===== src/rtl/otg_stat_pkg.sv =====
package otg_stat_pkg;
  localparam int STAT_W     = 16;
  localparam int VBUS_POS   = 5;
  localparam int SVALID_POS = 6;
  localparam int SEND_POS   = 7;
  localparam int ID_POS     = 3;
  localparam int SYNC_DEPTH = 2;
endpackage


===== src/rtl/otg_lvl_sync.sv =====
module otg_lvl_sync #(
  parameter int W      = 2,
  parameter int STAGES = 2
) (
  input  logic         clk,
  input  logic         rst_n,
  input  logic [W-1:0] async_i,
  output logic [W-1:0] sync_o
);
  logic [W-1:0] stg_q [STAGES];

  generate
    for (genvar g = 0; g < STAGES; g++) begin : g_stage
      logic [W-1:0] stg_d;
      if (g == 0) begin : g_first
        always_comb stg_d = async_i;
      end else begin : g_next
        always_comb stg_d = stg_q[g-1];
      end
      always_ff @(posedge clk or negedge rst_n) begin
        if (!rst_n) stg_q[g] <= '0;
        else        stg_q[g] <= stg_d;
      end
    end
  endgenerate

  assign sync_o = stg_q[STAGES-1];
endmodule


===== src/rtl/otg_vbus_track.sv =====
module otg_vbus_track (
  input  logic clk,
  input  logic rst_n,
  input  logic vbus_s,
  output logic vbus_valid,
  output logic chg_pulse
);
  logic vbus_d, chg_d, vbus_q, chg_q;

  always_comb begin
    vbus_d = vbus_q;
    chg_d  = 1'b0;
    if (vbus_s != vbus_q) begin
      vbus_d = vbus_s;
      chg_d  = 1'b1;
    end
  end

  always_ff @(posedge clk or negedge rst_n) begin
    if (!rst_n) begin
      vbus_q <= 1'b0;
      chg_q  <= 1'b0;
    end else begin
      vbus_q <= vbus_d;
      chg_q  <= chg_d;
    end
  end

  assign vbus_valid = vbus_q;
  assign chg_pulse  = chg_q;

  AST_PULSE_MEANS_CHANGE: assert property (@(posedge clk) disable iff (!rst_n)
    chg_q |-> (vbus_q != $past(vbus_q)));
  AST_CHANGE_MEANS_PULSE: assert property (@(posedge clk) disable iff (!rst_n)
    (vbus_q != $past(vbus_q)) |-> chg_q);
  AST_PULSE_SINGLE: assert property (@(posedge clk) disable iff (!rst_n)
    chg_q |=> !chg_q);
endmodule


===== src/rtl/otg_sess_track.sv =====
module otg_sess_track (
  input  logic clk,
  input  logic rst_n,
  input  logic sess_s,
  output logic sess_valid,
  output logic sess_end
);
  logic prev_q, valid_q, end_q;
  logic valid_d, end_d, upd;

  always_comb begin
    upd     = sess_s ^ prev_q;
    valid_d = valid_q;
    end_d   = end_q;
    if (upd) begin
      valid_d = sess_s;
      end_d   = ~sess_s;
    end
  end

  always_ff @(posedge clk or negedge rst_n) begin
    if (!rst_n) begin
      prev_q  <= 1'b0;
      valid_q <= 1'b0;
      end_q   <= 1'b0;
    end else begin
      prev_q <= sess_s;
      if (upd) begin
        valid_q <= valid_d;
        end_q   <= end_d;
      end
    end
  end

  assign sess_valid = valid_q;
  assign sess_end   = end_q;

  AST_SESS_EXCLUSIVE: assert property (@(posedge clk) disable iff (!rst_n)
    $onehot0({end_q, valid_q}));
  AST_SESS_VALID_FOLLOWS: assert property (@(posedge clk) disable iff (!rst_n)
    (valid_q != $past(valid_q)) |-> (valid_q == $past(sess_s)));
endmodule


===== src/rtl/otg_status_tracker.sv =====
module otg_status_tracker
  import otg_stat_pkg::*;
(
  input  logic              clk,
  input  logic              rst_n,
  input  logic              vbus_lvl_i,
  input  logic              sess_lvl_i,
  input  logic              rd_stb_i,
  output logic [STAT_W-1:0] stat_o,
  output logic [STAT_W-1:0] rd_data_o,
  output logic              vbus_chg_o
);
  logic [1:0] lvl_s;
  logic vbus_bit, sess_v_bit, sess_e_bit, chg;
  logic [STAT_W-1:0] stat_w, rd_d, rd_q;

  otg_lvl_sync #(.W(2), .STAGES(SYNC_DEPTH)) u_sync (
    .clk(clk), .rst_n(rst_n),
    .async_i({sess_lvl_i, vbus_lvl_i}), .sync_o(lvl_s));

  otg_vbus_track u_vbus (
    .clk(clk), .rst_n(rst_n), .vbus_s(lvl_s[0]),
    .vbus_valid(vbus_bit), .chg_pulse(chg));

  otg_sess_track u_sess (
    .clk(clk), .rst_n(rst_n), .sess_s(lvl_s[1]),
    .sess_valid(sess_v_bit), .sess_end(sess_e_bit));

  always_comb begin
    stat_w             = '0;
    stat_w[ID_POS]     = 1'b0;
    stat_w[VBUS_POS]   = vbus_bit;
    stat_w[SVALID_POS] = sess_v_bit;
    stat_w[SEND_POS]   = sess_e_bit;
  end

  always_comb begin
    rd_d = rd_q;
    if (rd_stb_i) rd_d = stat_w;
  end

  always_ff @(posedge clk or negedge rst_n) begin
    if (!rst_n) rd_q <= '0;
    else        rd_q <= rd_d;
  end

  assign stat_o     = stat_w;
  assign rd_data_o  = rd_q;
  assign vbus_chg_o = chg;

  AST_RD_HOLD: assert property (@(posedge clk) disable iff (!rst_n)
    !$past(rd_stb_i) |-> $stable(rd_q));
  AST_RD_CAPTURE: assert property (@(posedge clk) disable iff (!rst_n)
    $past(rd_stb_i) |-> (rd_q == $past(stat_w)));
  AST_SESS_NO_IRQ: assert property (@(posedge clk) disable iff (!rst_n)
    ((sess_v_bit != $past(sess_v_bit)) && $stable(vbus_bit)) |-> !chg);
endmodule


===== config.mk =====
export PLATFORM = sky130hd
export DESIGN_NAME = otg_status_tracker
export DESIGN_NICKNAME = d
export VERILOG_FILES = /design/src/rtl/otg_stat_pkg.sv /design/src/rtl/otg_lvl_sync.sv /design/src/rtl/otg_vbus_track.sv /design/src/rtl/otg_sess_track.sv /design/src/rtl/otg_status_tracker.sv
export SDC_FILE = /design/constraint.sdc
export NUM_CORES = 1
export LEC_CHECK = 0
export BUFFER_PORTS_ARGS = -buffer_cell sky130_fd_sc_hd__buf_2
export CORE_MARGIN = 3
export CORE_UTILIZATION = 30
export DETAILED_ROUTE_END_ITERATION = 8
export GPL_ROUTABILITY_DRIVEN = 0
export PLACE_DENSITY = 0.71
export SLEW_MARGIN = 5
export SYNTH_ARGS = -nofsm -noshare
export SYNTH_HDL_FRONTEND = slang
export SYNTH_SLANG_ARGS = --single-unit

===== constraint.sdc =====
create_clock -name clk -period 0.9 [get_ports clk]
set_input_delay 0 -clock clk [delete_from_list [all_inputs] [get_ports clk]]
set_output_delay 0 -clock clk [all_outputs]
set_load 0.005 [all_outputs]

==> results of run 1 <==
==> worst min-delay path by stage <==
stage	slack, ns	endpoint	depth (start not counted)	startpoint
floorplan	-0.30	rd_data_o[5]$_DFFE_PN0P_	0	rst_n
global placement	-0.12	u_sync.g_stage[1].stg_d[1]$_DFF_PN0_	1	rst_n
detailed placement	-0.11	u_sync.g_stage[1].stg_d[1]$_DFF_PN0_	1	rst_n
CTS	0.04	rd_data_o[6]$_DFFE_PN0P_	2	rd_stb_i
global route	0.03	rd_data_o[5]$_DFFE_PN0P_	2	rd_stb_i
finish	0.04	rd_data_o[6]$_DFFE_PN0P_	2	rd_stb_i
==> sequential cells by signal, summed over array words and instances, names as in the netlist <==
signal	count
rd_data_o	3
u_vbus.vbus_valid	1
u_sess.sess_valid	1
u_sync.g_stage.stg_d	2
u_vbus.chg_pulse	1
u_sync.sync_o	2
u_sess.sess_end	1
u_sess.prev_q	1
==> placed cells by master, fill, tap and decap left out <==
| cell type | Yosys | final |
|---|---|---|
| buf_2 | 0 | 11 |
| clkbuf_4 | 0 | 3 |
| clkbuf_8 | 0 | 1 |
| conb_1 | 1 | 26 |
| dfrtp_1 | 12 | 12 |
| dlygate4sd3_1 | 0 | 3 |
| inv_1 | 2 | 2 |
| maj3_2 | 2 | 2 |
| mux2_2 | 3 | 3 |
| xor2_1 | 1 | 1 |
==> where the power goes <==
part	leakage, uW	switching [uW]	internal [uW]
Sequential	0.000140	23.0	584
Clock	0.0000210	162	245
Combinational	0.000173	66.2	61.5
Total	0.000334	252	891
==> layer usage <==
layer	routed length, um	track usage (%)
met5	0	0
met1	230	5.70
met4	0	1.35
met3	115	4.45
met2	360	8.26
==> metrics by stage <==
step,area [sq um],utilization [%],cells
after floorplan,692,-,76
after detailed placement,557,30.9,82
after global placement,557,30.9,82
after CTS,623,34.6,89
after global routing,623,34.6,89
final,623,34.6,89
==> cell families (layout without fill, tap and decap cells) <==
family       after synthesis  after routing  share of synthesized area (%)
buf+inv                   32             20                           38.3
flops                     12             12                           50.2
mux                        3              3                           5.65
fa+ha+maj                  2              2                           3.77
other cells                1             26                          0.627
xor+xnor                   1              1                           1.46
==> area by class of cell <==
type | instances | area, sq um
inverter | 2 | 7.51
fill | 193 | 1180
multi-input combinational | 32 | 163
tap | 25 | 31.3
sequential | 12 | 300
timing repair buffer | 14 | 85.1
clock buffer | 4 | 36.3
==> timing repair <==
action                     CTS  global route
hold buffers                 3             0
hold endpoints to repair    14             0
resized for setup            0             0
setup endpoints to repair    0             0
==> impl_metrics.ini, run 1 <==
[timing]
setup_slack_ns = 0.0811
minimum_clock_period_after_layout_ns = 0.819
final.period_utilization_pct = 91.0
clock_skew_ns = 0.000973
setup-violations-final = 0
worst_slack_on_hold_paths_ns = 0.0406
setup_total_negative_slack_ns = 0
timing_max_transition_violations_final = 0
timing.fmax_ghz = 1.22
hold_viol_final = 0
unrepaired_setup_endpoints_after_global_routing = no

[logic_synthesis]
ys_warn_count = 0
synth_enable_flop_cells = 0
netlist.area_leader.share_pct = 50.2
ys_ff_latch = 12
synth_sequential_area_ratio_pct = 50.2
synth_top_area_cell = dfrtp_1
post_synth_most_frequent_cells = buf_4, dfrtp_1, mux2_2
dominantRegCellSynth = dfrtp_1
synth.most_common_cell = buf_4
synthesis.area_sq_um = 598
yosys.cell_types.count = 8
synth.top_cells.by_area = dfrtp_1, buf_4, mux2_2, maj3_2, xor2_1
netlist_instances = 51
syn_area_per_cell_sq_um = 11.7
asyncSetResetFlopFracSynth_pct = 100

[power]
power-per-cell-area_mw_per_mm2 = 1830
irDropWorstVdd_mv = 0.762
p_total_uw = 1140
leakage_power_total_uw = 0.000334

[setup_path]
arrival_time_reported_for_the_critical_path_endpoint_ns = 0.97
critical_path_class = reg2reg
crit_slowest_cell = dfrtp_1
required_ns = 1.05
crit_path_cell_trace = inv_1 > maj3_2
regToRegStartpoint = u_sync.sync_o[1]$_DFF_PN0_
setup.worst_path.end_class = register
setup.reg_to_reg.worst_slack_ns = 0.08
regToRegEndpoint = u_sess.sess_end$_DFFE_PN0P_
critPathLaunchType = register
worstPathMaxFanout = 3
worst_path_dominant_cell_family = flip-flops
critPathBufInv = 1
setup.worst_path.end = u_sess.sess_end$_DFFE_PN0P_
source_of_the_critical_timing_path = u_sync.sync_o[1]$_DFF_PN0_
max_stage_delay_ns = 0.38
critical_path_cell_count = 2
rr_worst_depth = 2

[layout]
antenna_cells_inserted = 0
area_growth_pct = 4.18
layout-drive-gt1-share_pct = 31.3
nNetsFinal = 70

[run_status]
run_status = complete, no violations

[hold_path]
hold_path.class = in2reg

[routing]
drcViolationCount = 0
routed_via_density = 3.08
antenna_violating_nets_post_route = 0
drt_pre_antenna_iters = 1
routed_wirelength_um = 707
first_iter_violations = 0
detail_route.wl_per_cell_um = 7.94
route.vias.total = 274

[floorplanning]
fp.dieH_um = 50.7
die_width_um = 50.7
initial_core_util_pct = 33.2
num_rows = 15
die-area_sq_mm = 0.00257
floorplan.io_pins = 38
standard_cell_core_area_sq_mm = 0.00180

[cts]
cts.reportedPaths.clkPinSlew_ns = 0.07
cts_htree_levels = 1
cts_made_buffers = 3
root_buffer = clkbuf_4
cts_max_path_buffers = 2
cts_setup_buffers = 0
clock_insertion_delay_worst_skew_ns = 0.26
cts.sink_count = 12
clock_tree_from_tritoncts = built

[global_route]
globalRoute.totalOverflow = 0
grt_util_all_layers_pct = 5.42
grt_pass1_wl_um = 966
grt_antenna_before_repair = 0
grt_start_max_net_pins = 13
number_of_global_route_vias_before_repair = 211

[placed_design]
hpwlAfterDp_um = 572
pre_cts_ws_ns = 0.0779
place.port_buffers = 11

[run]
maxCapViolations = 0
No activity file was read; power rests on OpenSTA's default activity.
==> run 2, diff against run 1 <==
--- a/config.mk
+++ b/config.mk
@@ -8,10 +8,12 @@
 export BUFFER_PORTS_ARGS = -buffer_cell sky130_fd_sc_hd__buf_2
 export CORE_MARGIN = 3
 export CORE_UTILIZATION = 30
+export CTS_CLUSTER_SIZE = 30
 export DETAILED_ROUTE_END_ITERATION = 8
 export GPL_ROUTABILITY_DRIVEN = 0
 export PLACE_DENSITY = 0.71
 export SLEW_MARGIN = 5
 export SYNTH_ARGS = -nofsm -noshare
 export SYNTH_HDL_FRONTEND = slang
+export SYNTH_HIERARCHICAL = 1
 export SYNTH_SLANG_ARGS = --single-unit
==> run 2 against run 1 <==
Against the previous run:
- utilization is 0.49 points lower
- setup slack got worse by 0.040 ns
- critical endpoint is now u_sess/sess_end$_DFFE_PN0P_
- via count is 4.7% higher
- die area decreased by 0.37%
- synthesized cell count rose by 2.0%
- non-clock buffer count increased by 1
- worst hold slack worse by 0.0084 ns
- clock power is 24% lower
- fmax decreased by 4.7%
==> impl_metrics.ini, run 2 <==
[run_status]
run_status = complete, no violations

[setup_path]
worstPathMaxFanout = 4
critical_path_class = reg2reg
setup.reg_to_reg.worst_slack_ns = 0.04
regToRegStartpoint = u_sync/sync_o[1]$_DFF_PN0_
setup.worst_path.end = u_sess/sess_end$_DFFE_PN0P_
critPathLaunchType = register
arrival_time_reported_for_the_critical_path_endpoint_ns = 1.00
source_of_the_critical_timing_path = u_sync/sync_o[1]$_DFF_PN0_
regToRegEndpoint = u_sess/sess_end$_DFFE_PN0P_
rr_worst_depth = 2
required_ns = 1.05
setup.worst_path.end_class = register

[logic_synthesis]
synth_sequential_area_ratio_pct = 50.4
yosys.cell_types.count = 11
post_synth_adder_cell_area_pct = 1.89
synth_mux_area_share_pct = 5.67
synthesis.area_sq_um = 596
synth.top_cells.by_area = dfrtp_1, buf_4, mux2_2, maj3_2, xor2_1
synth-xor-area-share_pct = 1.47
synth_top_family_by_area = buffers and inverters
synth_enable_flop_cells = 0
netlist.area_leader.share_pct = 50.4
syn_area_per_cell_sq_um = 11.5
netlist_instances = 52
synth-simple-area-share_pct = 1.26
synth.most_common_cell = buf_4
asyncSetResetFlopFracSynth_pct = 100
ys_ff_latch = 12
dominantRegCellSynth = dfrtp_1
synth_top_area_cell = dfrtp_1
post_synth_most_frequent_cells = buf_4, dfrtp_1, mux2_2
ys_warn_count = 6
synthesized_area_fraction_occupied_by_ao_oa_aoi_and_oai_cells_pct = 0.840

[placed_design]
hpwlAfterDp_um = 599
place.port_buffers = 11
placement.cell_area_sq_um = 554

[power]
p_comb_share_pct = 12.4
internal_power_uw = 802
irDropWorstVdd_mv = 0.746
leakage_power_total_uw = 0.000327
seq_power_share_pct = 58.1
power-per-cell-area_mw_per_mm2 = 1710
p_sw_share_pct = 23.7
total_switching_power_uw = 249
clkPwrFrac_pct = 29.5

[global_route]
grt_start_max_net_pins = 13
grt_util_all_layers_pct = 5.57
grt_antenna_before_repair = 0
grt_pass1_wl_mm = 1.03
globalRoute.totalOverflow = 0
number_of_global_route_vias_before_repair = 246

[layout]
final_cell_mix = conb_1, dfrtp_1, buf_2
area_growth_pct = 3.15
nNetsFinal = 72
largest_register_ffs = 3
antenna_cells_inserted = 0
layout.cells.most_common = conb_1
post-route-util_pct = 34.1
fillerInstances = 188
postLayoutCellArea_sq_um = 614
layout-drive-gt1-share_pct = 30.8

[timing]
hold_viol_final = 0
timing.fmax_ghz = 1.16
worst_slack_on_hold_paths_ns = 0.0322
setup-violations-final = 0
timing_max_transition_violations_final = 0
clock_skew_ns = 0.000308
minimum_clock_period_after_layout_ns = 0.859
final.period_utilization_pct = 95.4
setup_total_negative_slack_ns = 0

[cts]
cts_max_path_buffers = 2
cts_made_buffers = 3
cts_htree_levels = 1
cts.reportedPaths.clkPinSlew_ns = 0.07
clock_tree_from_tritoncts = built
cts.sink_count = 12
clock_insertion_delay_worst_skew_ns = 0.26
root_buffer = clkbuf_4

[run]
maxCapViolations = 0

[hold_path]
hold_path.class = in2reg

[floorplanning]
die-area_sq_mm = 0.00256
num_rows = 15
standard_cell_core_area_sq_mm = 0.00180
initial_core_util_pct = 33.1
die_width_um = 50.6
fp.dieH_um = 50.6
floorplan.io_pins = 38

[routing]
routed_via_density = 3.19
first_iter_violations = 3
drcViolationCount = 0
antenna_violating_nets_post_route = 0
drt_pre_antenna_iters = 2
route.vias.total = 287
routed_wirelength_um = 724
detail_route.wl_per_cell_um = 8.04
run 2: cell types whose count changed after synthesis, sizes merged:
cell / before / now
nand2: 0 / 1
nor2: 0 / 1
o21ai: 0 / 1
maj3: 2 / 1
inv: 2 / 1
run 2: worst min path at each step:
stage               startpoint                              endpoint  slack [ns]  cells after the start
finish                rd_stb_i              rd_data_o[5]$_DFFE_PN0P_        0.03                      2
global route          rd_stb_i              rd_data_o[5]$_DFFE_PN0P_        0.03                      2
CTS                   rd_stb_i              rd_data_o[5]$_DFFE_PN0P_        0.03                      2
detailed placement       rst_n  u_sync/g_stage[1].stg_d[0]$_DFF_PN0_       -0.11                      1
global placement         rst_n  u_sync/g_stage[1].stg_d[0]$_DFF_PN0_       -0.12                      1
floorplan                rst_n              rd_data_o[5]$_DFFE_PN0P_       -0.30                      0
run 2: what timing repair did:
item,CTS,global route
setup buffers,0,1
gates resized for setup,0,1
setup endpoints to repair,0,1
hold buffers,3,0
hold endpoints to repair,14,0
run 2: metal layers:
layer	GRT usage, %	share of wire, %	up-vias
met5	0	0	-
met4	5.38	2.1	0
met3	0.890	8.6	2
met2	11.1	62	20
met1	4.30	27	133
li1	-	-	132
run 2: cells by family (layout without fill, tap and decap cells):
| kind of cell | count (synthesis) | count (layout) |
|---|---|---|
| buffers and inverters | 31 | 19 |
| flip-flops | 12 | 12 |
| multiplexers | 3 | 3 |
| AND/OR/NAND/NOR | 2 | 2 |
| adder cells (fa/ha/maj) | 1 | 1 |
| other | 1 | 26 |
| AO/OA/AOI/OAI | 1 | 1 |
| XOR/XNOR | 1 | 1 |
run 2: power groups by stage:
stage                     clock network [uW]  registers [uW]  logic [uW]
after floorplan                            0             620         154
after global placement                     0             619         114
after detailed placement                   0             622         119
after CTS                                318             611         129
after global routing                     340             615         151
final                                    310             610         131
run 2: final cells by class:
cell class / instances / area (sq um) / area share (%)
inverter: 1 / 3.75 / 0.611
timing repair buffer: 15 / 92.6 / 15.1
multi-input combinational: 34 / 164 / 26.7
tap: 25 / 31.3 / 5.09
sequential: 12 / 300 / 48.9
clock buffer: 3 / 22.5 / 3.67
run 2: metrics by stage:
stage	cells	total power [uW]	worst slack, ns
3_3_place_gp	83	733	0.0889
4_1_cts	89	1060	0.0377
2_1_floorplan	77	774	0.109
6_report	90	1050	0.0411
3_5_place_dp	83	740	0.0517
5_1_grt	90	1110	-0.00120
run 2: critical path: stages, from the launching register on:
cell and delay [ns]:
dfrtp_1 0.41, inv_2 0.05, maj3_2 0.29
